**src/rtl/vsrl_pkg.sv**
```systemverilog
package vsrl_pkg;

    typedef enum logic [1:0] {
        ESZ_16  = 2'b00,
        ESZ_32  = 2'b01,
        ESZ_64  = 2'b10,
        ESZ_RSV = 2'b11
    } esz_e;

    typedef enum logic [1:0] {
        WM_KEEP  = 2'b00,
        WM_CLR   = 2'b01,
        WM_FULL  = 2'b10,
        WM_CLR_B = 2'b11
    } wmode_e;

    // largest legal shift for a given element size, 0 for reserved
    function automatic logic [6:0] max_shift(input logic [1:0] es);
        case (es)
            ESZ_16:  max_shift = 7'd15;
            ESZ_32:  max_shift = 7'd31;
            ESZ_64:  max_shift = 7'd63;
            default: max_shift = 7'd0;
        endcase
    endfunction

endpackage

```
**src/rtl/vsrl_count.sv**
```systemverilog
module vsrl_count
    import vsrl_pkg::*;
#(
    parameter int CNT_W  = 64,
    parameter int OPND_W = 128,
    parameter int IMM_W  = 8,
    parameter int SH_W   = 6
) (
    input  logic              cnt_sel,
    input  logic [IMM_W-1:0]  imm_cnt,
    input  logic [OPND_W-1:0] cnt_vec,
    input  logic [1:0]        esize,
    output logic [SH_W-1:0]   shamt,
    output logic              kill
);
    logic [CNT_W-1:0] cnt_full;
    logic [CNT_W-1:0] limit;
    logic             unused_hi;

    // the upper part of the operand never reaches the count
    assign unused_hi = ^cnt_vec[OPND_W-1:CNT_W];

    always_comb begin
        if (cnt_sel) begin
            cnt_full = cnt_vec[CNT_W-1:0];
        end else begin
            cnt_full = CNT_W'(imm_cnt);
        end
        limit = CNT_W'(max_shift(esize));
        // full-width compare: no truncation of large counts
        kill  = (esize == ESZ_RSV) || (cnt_full > limit);
        shamt = cnt_full[SH_W-1:0];
    end

endmodule

```
**src/rtl/vsrl_lane.sv**
```systemverilog
module vsrl_lane
    import vsrl_pkg::*;
#(
    parameter int LANE_W = 64,
    parameter int SH_W   = 6
) (
    input  logic [LANE_W-1:0] d,
    input  logic [SH_W-1:0]   sh,
    input  logic [1:0]        esize,
    input  logic              kill,
    output logic [LANE_W-1:0] q
);
    localparam int N16 = LANE_W / 16;
    localparam int N32 = LANE_W / 32;

    logic [LANE_W-1:0] r16;
    logic [LANE_W-1:0] r32;
    logic [LANE_W-1:0] r64;

    genvar g;
    generate
        for (g = 0; g < N16; g++) begin : g_h
            assign r16[g*16 +: 16] = d[g*16 +: 16] >> sh[3:0];
        end
        for (g = 0; g < N32; g++) begin : g_w
            assign r32[g*32 +: 32] = d[g*32 +: 32] >> sh[4:0];
        end
    endgenerate

    assign r64 = d >> sh;

    always_comb begin
        if (kill) begin
            q = '0;
        end else begin
            case (esize)
                ESZ_16:  q = r16;
                ESZ_32:  q = r32;
                ESZ_64:  q = r64;
                default: q = '0;
            endcase
        end
    end

endmodule

```
**src/rtl/vsrl_unit.sv**
```systemverilog
module vsrl_unit
    import vsrl_pkg::*;
#(
    parameter int VEC_W  = 256,
    parameter int LANE_W = 64,
    parameter int CNT_W  = 64,
    parameter int OPND_W = 128,
    parameter int IMM_W  = 8
) (
    input  logic              clk,
    input  logic              rst_n,
    input  logic              in_valid,
    output logic              in_ready,
    input  logic [VEC_W-1:0]  src_vec,
    input  logic [VEC_W-1:0]  dst_prev,
    input  logic [IMM_W-1:0]  imm_cnt,
    input  logic [OPND_W-1:0] cnt_vec,
    input  logic              cnt_sel,
    input  logic [1:0]        esize,
    input  logic [1:0]        wmode,
    output logic              out_valid,
    output logic [VEC_W-1:0]  out_vec
);
    localparam int NLANE = VEC_W / LANE_W;
    localparam int HALF  = VEC_W / 2;
    localparam int SH_W  = $clog2(LANE_W);

    typedef struct packed {
        logic             rdy;
        logic             vld;
        logic [VEC_W-1:0] vec;
    } st_t;

    st_t st_d, st_q;

    logic [SH_W-1:0]  shamt;
    logic             kill;
    logic [VEC_W-1:0] shr;
    logic             accept;

    vsrl_count #(
        .CNT_W (CNT_W),
        .OPND_W(OPND_W),
        .IMM_W (IMM_W),
        .SH_W  (SH_W)
    ) u_count (
        .cnt_sel(cnt_sel),
        .imm_cnt(imm_cnt),
        .cnt_vec(cnt_vec),
        .esize  (esize),
        .shamt  (shamt),
        .kill   (kill)
    );

    genvar l;
    generate
        for (l = 0; l < NLANE; l++) begin : g_lane
            vsrl_lane #(
                .LANE_W(LANE_W),
                .SH_W  (SH_W)
            ) u_lane (
                .d    (src_vec[l*LANE_W +: LANE_W]),
                .sh   (shamt),
                .esize(esize),
                .kill (kill),
                .q    (shr[l*LANE_W +: LANE_W])
            );
        end
    endgenerate

    assign accept = in_valid && st_q.rdy;

    always_comb begin
        st_d     = st_q;
        st_d.rdy = 1'b1;
        st_d.vld = accept;
        if (accept) begin
            st_d.vec[HALF-1:0] = shr[HALF-1:0];
            case (wmode)
                WM_KEEP: st_d.vec[VEC_W-1:HALF] = dst_prev[VEC_W-1:HALF];
                WM_FULL: st_d.vec[VEC_W-1:HALF] = shr[VEC_W-1:HALF];
                default: st_d.vec[VEC_W-1:HALF] = '0;
            endcase
        end
    end

    always_ff @(posedge clk) begin
        if (!rst_n) begin
            st_q <= '0;
        end else begin
            st_q <= st_d;
        end
    end

    assign in_ready  = st_q.rdy;
    assign out_valid = st_q.vld;
    assign out_vec   = st_q.vec;

    AST_KEEP_UPPER: assert property (@(posedge clk) disable iff (!rst_n)
        (in_valid && in_ready && wmode == WM_KEEP) |=>
            out_vec[VEC_W-1:HALF] == $past(dst_prev[VEC_W-1:HALF]));

    AST_CLR_UPPER: assert property (@(posedge clk) disable iff (!rst_n)
        (in_valid && in_ready && wmode[0]) |=> out_vec[VEC_W-1:HALF] == '0);

    AST_BIG_COUNT_ZERO: assert property (@(posedge clk) disable iff (!rst_n)
        (in_valid && in_ready && cnt_sel && cnt_vec[CNT_W-1:0] > CNT_W'(63))
            |=> out_vec[HALF-1:0] == '0);

    AST_RSV_ZERO: assert property (@(posedge clk) disable iff (!rst_n)
        (in_valid && in_ready && esize == ESZ_RSV) |=> out_vec[HALF-1:0] == '0);

    AST_VALID_PULSE: assert property (@(posedge clk) disable iff (!rst_n)
        (in_valid && in_ready) |=> out_valid);

    AST_IDLE_HOLD: assert property (@(posedge clk) disable iff (!rst_n)
        !(in_valid && in_ready) |=> (!out_valid && $stable(out_vec)));

endmodule

```
**config.mk**
```make
export PLATFORM = sky130hd
export DESIGN_NAME = vsrl_unit
export DESIGN_NICKNAME = d
export VERILOG_FILES = /design/src/rtl/vsrl_pkg.sv /design/src/rtl/vsrl_count.sv /design/src/rtl/vsrl_lane.sv /design/src/rtl/vsrl_unit.sv
export SDC_FILE = /design/constraint.sdc
export NUM_CORES = 2
export LEC_CHECK = 0
export BUFFER_PORTS_ARGS = -buffer_cell sky130_fd_sc_hd__buf_2
export CELL_PAD_IN_SITES_DETAIL_PLACEMENT = 2
export CELL_PAD_IN_SITES_GLOBAL_PLACEMENT = 2
export CORE_AREA = 2 2 353 355
export DETAILED_ROUTE_END_ITERATION = 8
export DIE_AREA = 0 0 355 357
export GPL_TIMING_DRIVEN = 0
export HOLD_SLACK_MARGIN = 0.12
export PLACE_DENSITY = 0.7
export REMOVE_ABC_BUFFERS = 1
export SYNTH_ARGS = -nofsm -noshare
export SYNTH_HDL_FRONTEND = slang
export SYNTH_HIERARCHICAL = 1
export SYNTH_SLANG_ARGS = --single-unit
export TNS_END_PERCENT = 5
```
**constraint.sdc**
```tcl
create_clock -name clk -period 5.8 [get_ports clk]
set_clock_uncertainty 0.2 [all_clocks]
set_input_delay 1.16 -clock clk [delete_from_list [all_inputs] [get_ports clk]]
set_output_delay 1.16 -clock clk [all_outputs]
set_load 0.05 [all_outputs]
```
* Word-level counts from Yosys, hierarchy flattened
Index checks and enable logic that the tools add are counted.
Cells by class: magnitude comparators 1, equality and inequality tests 4, shift-type cells 28, mux-type cells 13, reductions and logical operators 4
Operator list (count):
- case mux 64 bit (3 select lines) | 4
- 2-to-1 mux 64 bit | 5
- 2-to-1 mux 258 bit | 1
- 2-to-1 mux 256 bit | 1
- case mux 128 bit (2 select lines) | 1
- >> shifter 16 x 4 -> 16 bit | 16
- >> shifter 32 x 5 -> 32 bit | 8
- >> shifter 64 x 6 -> 64 bit | 4
- > comparator 64 x 6 -> 1 bit | 1
- case mux 6 bit (3 select lines) | 1
- equality test 2 bit, second input constant | 3
- zero test 2 bit | 2
- equality test 2 x 1 -> 1 bit, second input constant | 1
- logical AND 1 bit | 1
- logical OR 1 bit | 1
Word-level totals: register bits 258, bits of input ports 656, output and inout port bits 258, logic and storage cells 53

* Logic depth before layout (Yosys ltp)
word-level depth 8, gate-level depth with buffers 17

* Hierarchy
Netlist, hierarchy kept.
Modules (own cells, without submodules):
- vsrl_lane | instances 4, cells an instance 756, area each 5572.8 sq um
- vsrl_unit | instances 1, cells an instance 1016, area each 10925.5 sq um
- vsrl_count | instances 1, cells an instance 56, area each 415.4 sq um

* Worst setup path before layout
No wires, ideal clock.
path kind input port to flip-flop, start point in cnt_sel, end point reg st_q (netlist bit out_vec[182]), library setup time 0.119 ns, arrival time 4.265 ns, required time 5.481 ns, path slack 1.216 ns, cell stages on the path 15, path buffers 3, path through buf_2 > mux2_2 > ha_1 > nand2_1 > nor3_1 > a2111oi_0 > o31a_1 > o21ai_1 > a21oi_1 > clkbuf_1 > nand2_1 > clkbuf_1 > nor2_1 > mux2i_1 > o2bb2ai_1
On the way: longest elaborated chain between the ends 5
RTL lines:
- start, declared | RTL line vsrl_unit.sv:18 | input logic cnt_sel,
- 2-to-1 mux 64 bit | RTL line vsrl_count.sv:24 | if (cnt_sel) begin
- via shamt[5] | RTL line vsrl_unit.sv:36 | logic [SH_W-1:0] shamt;
- > comparator 64 x 6 -> 1 bit | RTL line vsrl_count.sv:31 | kill = (esize == ESZ_RSV) || (cnt_full > limit);
- logical OR 1 bit | RTL line vsrl_count.sv:31
- via kill | RTL line vsrl_unit.sv:37 | logic kill;
- 2-to-1 mux 64 bit | RTL line vsrl_lane.sv:33 | if (kill) begin
- via shr[182] | RTL line vsrl_unit.sv:38 | logic [VEC_W-1:0] shr;
- case mux 128 bit (2 select lines) | RTL line vsrl_unit.sv:79 | case (wmode)
- end signal, assigned | RTL line vsrl_unit.sv:91 | st_q <= st_d;
- end, declared | RTL line vsrl_unit.sv:34 | st_t st_d, st_q;
The timed path passes the listed nets, and every way through them passes these cells. A chain may end at the register's enable or synchronous reset.

* Worst setup path after layout
start point in cnt_sel, end point reg st_q (netlist bit out_vec[129])
Same word-level chain as after synthesis.

==> results.txt <==
The run finished with clean final reports. The buffer levels on the longest clock path came out at 3. The static leakage came out at 15.1 nW.

In the synthesized netlist the dominant register cell turns out to be sky130_fd_sc_hd__dfxtp_1. The overall routed net length came out at 209,000 microns. After synthesis the netlist holds a flip-flop and latch count of 258.

The final-report max-slew violation count came to 0. The total of buffers placed on input and output ports is 721. The synthesized netlist contains 82 unique library cells. The count of hold buffers inserted by post-cts repair is 0.

The peak supply drop came out at 200 uV. The final hold violation count came out at 0. The post-synthesis instance total is 4,096. The total number of nets in the final design came out at 5,149. In the post-synthesis netlist, the biggest area contributors are sky130_fd_sc_hd__dfxtp_1 (15%), sky130_fd_sc_hd__mux2i_1 (11%), sky130_fd_sc_hd__mux4_2 (9.1%), sky130_fd_sc_hd__mux2_2 (6.2%), sky130_fd_sc_hd__a21oi_1 (5.1%).

The area used by multi-input combinational logic is 26,300 sq um. CTS placed an instance of sky130_fd_sc_hd__clkbuf_16 at the clock tree root. The via count of the first global-routing pass is 39,700.

Detailed placement finished with a half-perimeter wire length of 156,000 microns. In the final routed layout, each cell accounts on average for 34.0 microns. The initial utilization of the core area, before any placement, comes to 27.3%. The horizontal die dimension came out at 355 microns. The minimum clock period is 5.74 ns. Clock latency on the worst-skew pair, taken at its later pin, is 0.60 ns.

The site row count is 129. The floorplan die height came out at 357 microns. The total I/O pin count is 914.

The most frequent cell after synthesis is sky130_fd_sc_hd__nand2_1. The maximum frequency from static timing analysis is 174 MHz. The final period utilization is 99.0%. STA puts the critical path data required time at 6.14 ns.

TritonCTS built the clock tree. STA classifies the critical path endpoint as a flip-flop. The min-delay analysis places its worst path in the category reg -> reg. The area taken by flip-flops and latches came out at 5170 sq um.

The share of cells above drive strength 1 is 30.9%. The mean instance size in the synthesized netlist came out at 8.21 sq um. The global placement routability congestion is 0.981. The count of yosys warnings during synthesis came out at 6. The share of the core filled with cells in the final layout is 32.1%. The initial antenna violation count is 23.

Setup repair after global routing left no endpoint under its margin. The initial DRC count is 4,281. The worst path setup slack after routing came out at 0.0567 ns. The area of the mapped netlist is 33,600 sq um. The area growth from synthesis to final layout is 17.3%.

The clock buffer count from CTS came out at 36. Counting flops with a built-in enable in the synthesized netlist gives 0. The tool flagged a number of max-cap violations equal to 0. After detailed routing, the number of vias per cell comes to 6.48. The highest net fanout along the worst path is 116. The first global-routing pass estimated 296,000 microns of wire.

The sequential area share after synthesis is 15.4%. The worst max-slew margin expressed relative to the limit came out at 7.07%. The first TritonRoute pass finished after 6 iterations. The total global-route track usage is 31.3%. The transition time at the pin with the least slew margin is 1.39 ns. Counting instances in the post-synthesis netlist gives the leading cell types as sky130_fd_sc_hd__nand2_1 (377), sky130_fd_sc_hd__mux2i_1 (353), sky130_fd_sc_hd__a21oi_1 (343).

The number of H-tree levels came out at 2. The global route total overflow is 0. The via count came out at 39,900.

After detailed routing, the number of remaining DRC violations is 0. The count of nets left with antenna violations once routing finished came out at 0. sky130_fd_sc_hd__dfxtp_1 takes more of the synthesized area than any other cell. The total power per unit cell area came out at 203 nW/um^2.

The arrival time of data at the critical path endpoint came out at 6.09 ns. The proportion of netlist area held by the largest area contributor is 15.4%. The startpoint kind of the worst setup timing path is a primary input. After clock tree synthesis, the clock-pin slew on the worst setup and hold paths is 0.06 ns. The proportion of register bits with asynchronous set or reset after synthesis is 0%. Prior to clock tree synthesis, the placed netlist has a worst setup slack of -1.46 ns. The clock sink total is 258.

The standard cell core area is 123,000 sq um. The pin count of the biggest net entering global routing is 149. The filler cells instantiated in the layout total 14,400. The total die area came out at 127,000 sq um. The kind of critical path is in -> reg. The final-report setup violation count came out at 0.
## state kept, by name, indices dropped and copies added (netlist names)
name / count
in_ready: 1
out_valid: 1
out_vec: 256
## cell families (layout without fill, tap and decap cells)
logic type / after synthesis / after routing / share of synthesized area [%]
other: 0 / 13 / 0
AO/OA/AOI/OAI: 1450 / 1450 / 31.5
adder cells (fa/ha/maj): 7 / 7 / 0.260
AND/OR/NAND/NOR: 1226 / 1226 / 16.9
multiplexers: 714 / 716 / 28.8
flip-flops: 258 / 258 / 15.4
buffers and inverters: 439 / 852 / 7.16
XOR/XNOR: 2 / 2 / 0.0521
## stage by stage
stage	hold WS, ns	instance area, sq um	setup TNS (ns)	power [W]	std cells
3_5_place_dp	0.241	38000	-130.38	0.00547	6079
6_report	0.258	39400	0	0.00801	6161
3_3_place_gp	0.240	37000	-2805.07	0.00557	6039
5_1_grt	0.271	39400	0	0.00830	6158
2_1_floorplan	0.498	31300	-1190.37	0.00408	3681
4_1_cts	0.262	39300	0	0.00796	6143
## layer usage
layer	GRT usage (%)	wire, microns	vias up
met1	41.9	88400	20400
met3	6.61	19600	411
li1	-	-	16900
met2	48.9	92300	2251
met5	0	36	-
met4	12.7	9170	6
## where the power goes
group	switching, W	internal [W]
Sequential	0.0000174	0.00179
Clock	0.000993	0.00144
Combinational	0.00253	0.00125
## placed cells by master, fill, tap and decap left out, types with 28 or more instances in the layout
| cell type | count |
|---|---|
| sky130_fd_sc_hd__a211oi_1 | 48 |
| sky130_fd_sc_hd__a21bo_2 | 128 |
| sky130_fd_sc_hd__a21oi_1 | 339 |
| sky130_fd_sc_hd__a221oi_1 | 28 |
| sky130_fd_sc_hd__a22oi_1 | 96 |
| sky130_fd_sc_hd__a31oi_1 | 48 |
| sky130_fd_sc_hd__a32oi_1 | 28 |
| sky130_fd_sc_hd__buf_2 | 716 |
| sky130_fd_sc_hd__clkbuf_16 | 37 |
| sky130_fd_sc_hd__dfxtp_1 | 257 |
| sky130_fd_sc_hd__mux2_2 | 180 |
| sky130_fd_sc_hd__mux2i_1 | 350 |
| sky130_fd_sc_hd__mux4_1 | 32 |
| sky130_fd_sc_hd__mux4_2 | 136 |
| sky130_fd_sc_hd__nand2_1 | 371 |
| sky130_fd_sc_hd__nand2b_1 | 52 |
| sky130_fd_sc_hd__nand3_1 | 207 |
| sky130_fd_sc_hd__nor2_1 | 304 |
| sky130_fd_sc_hd__nor2b_1 | 39 |
| sky130_fd_sc_hd__nor3_1 | 69 |
| sky130_fd_sc_hd__o211ai_1 | 40 |
| sky130_fd_sc_hd__o21ai_0 | 104 |
| sky130_fd_sc_hd__o221ai_1 | 28 |
| sky130_fd_sc_hd__o22ai_1 | 111 |
| sky130_fd_sc_hd__o2bb2ai_1 | 136 |
| sky130_fd_sc_hd__o32ai_1 | 51 |
| sky130_fd_sc_hd__or2_2 | 40 |
## critical path, cell delays in order
cell and delay (ns):
sky130_fd_sc_hd__buf_6 0.25, sky130_fd_sc_hd__mux2_8 0.54, sky130_fd_sc_hd__buf_16 0.29, sky130_fd_sc_hd__ha_1 0.46
sky130_fd_sc_hd__a21o_1 0.19, sky130_fd_sc_hd__a2111oi_0 0.47, sky130_fd_sc_hd__o31a_1 0.27, sky130_fd_sc_hd__o21ai_4 0.21
sky130_fd_sc_hd__buf_16 0.25, sky130_fd_sc_hd__nor3_1 0.72, sky130_fd_sc_hd__o311a_1 0.29, sky130_fd_sc_hd__a31oi_1 0.04
sky130_fd_sc_hd__o22ai_1 0.22, sky130_fd_sc_hd__or3_1 0.30, sky130_fd_sc_hd__mux2i_1 0.12, sky130_fd_sc_hd__o2bb2ai_1 0.13
## final cells by class
cell class,instances,share of cell area (%)
antenna,13,0.0825
clock buffer,43,2.51
clock inverter,20,0.622
inverter,24,0.270
multi-input combinational,3401,66.7
sequential,258,13.1
tap,1637,5.19
timing repair buffer,765,11.5
## final timing paths
| check | from | depth (start not counted) | slack [ns] | endpoint |
|---|---|---|---|---|
| max reg2reg | in_ready | 8 | 2.53 | out_vec[150] |
| min | out_vec[176] | 1 | 0.26 | out_vec[176] |
| max | cnt_sel | 16 | 0.06 | out_vec[129] |
| min reg2reg | out_vec[176] | 1 | 0.26 | out_vec[176] |
## repair_timing
item,in CTS,in global routing
resized for setup,12,10
hold endpoints to repair,0,0
gates cloned,1,1
endpoints found under the setup margin,82,19
buffers inserted,0,4
Power figures use the tool's default switching activity.
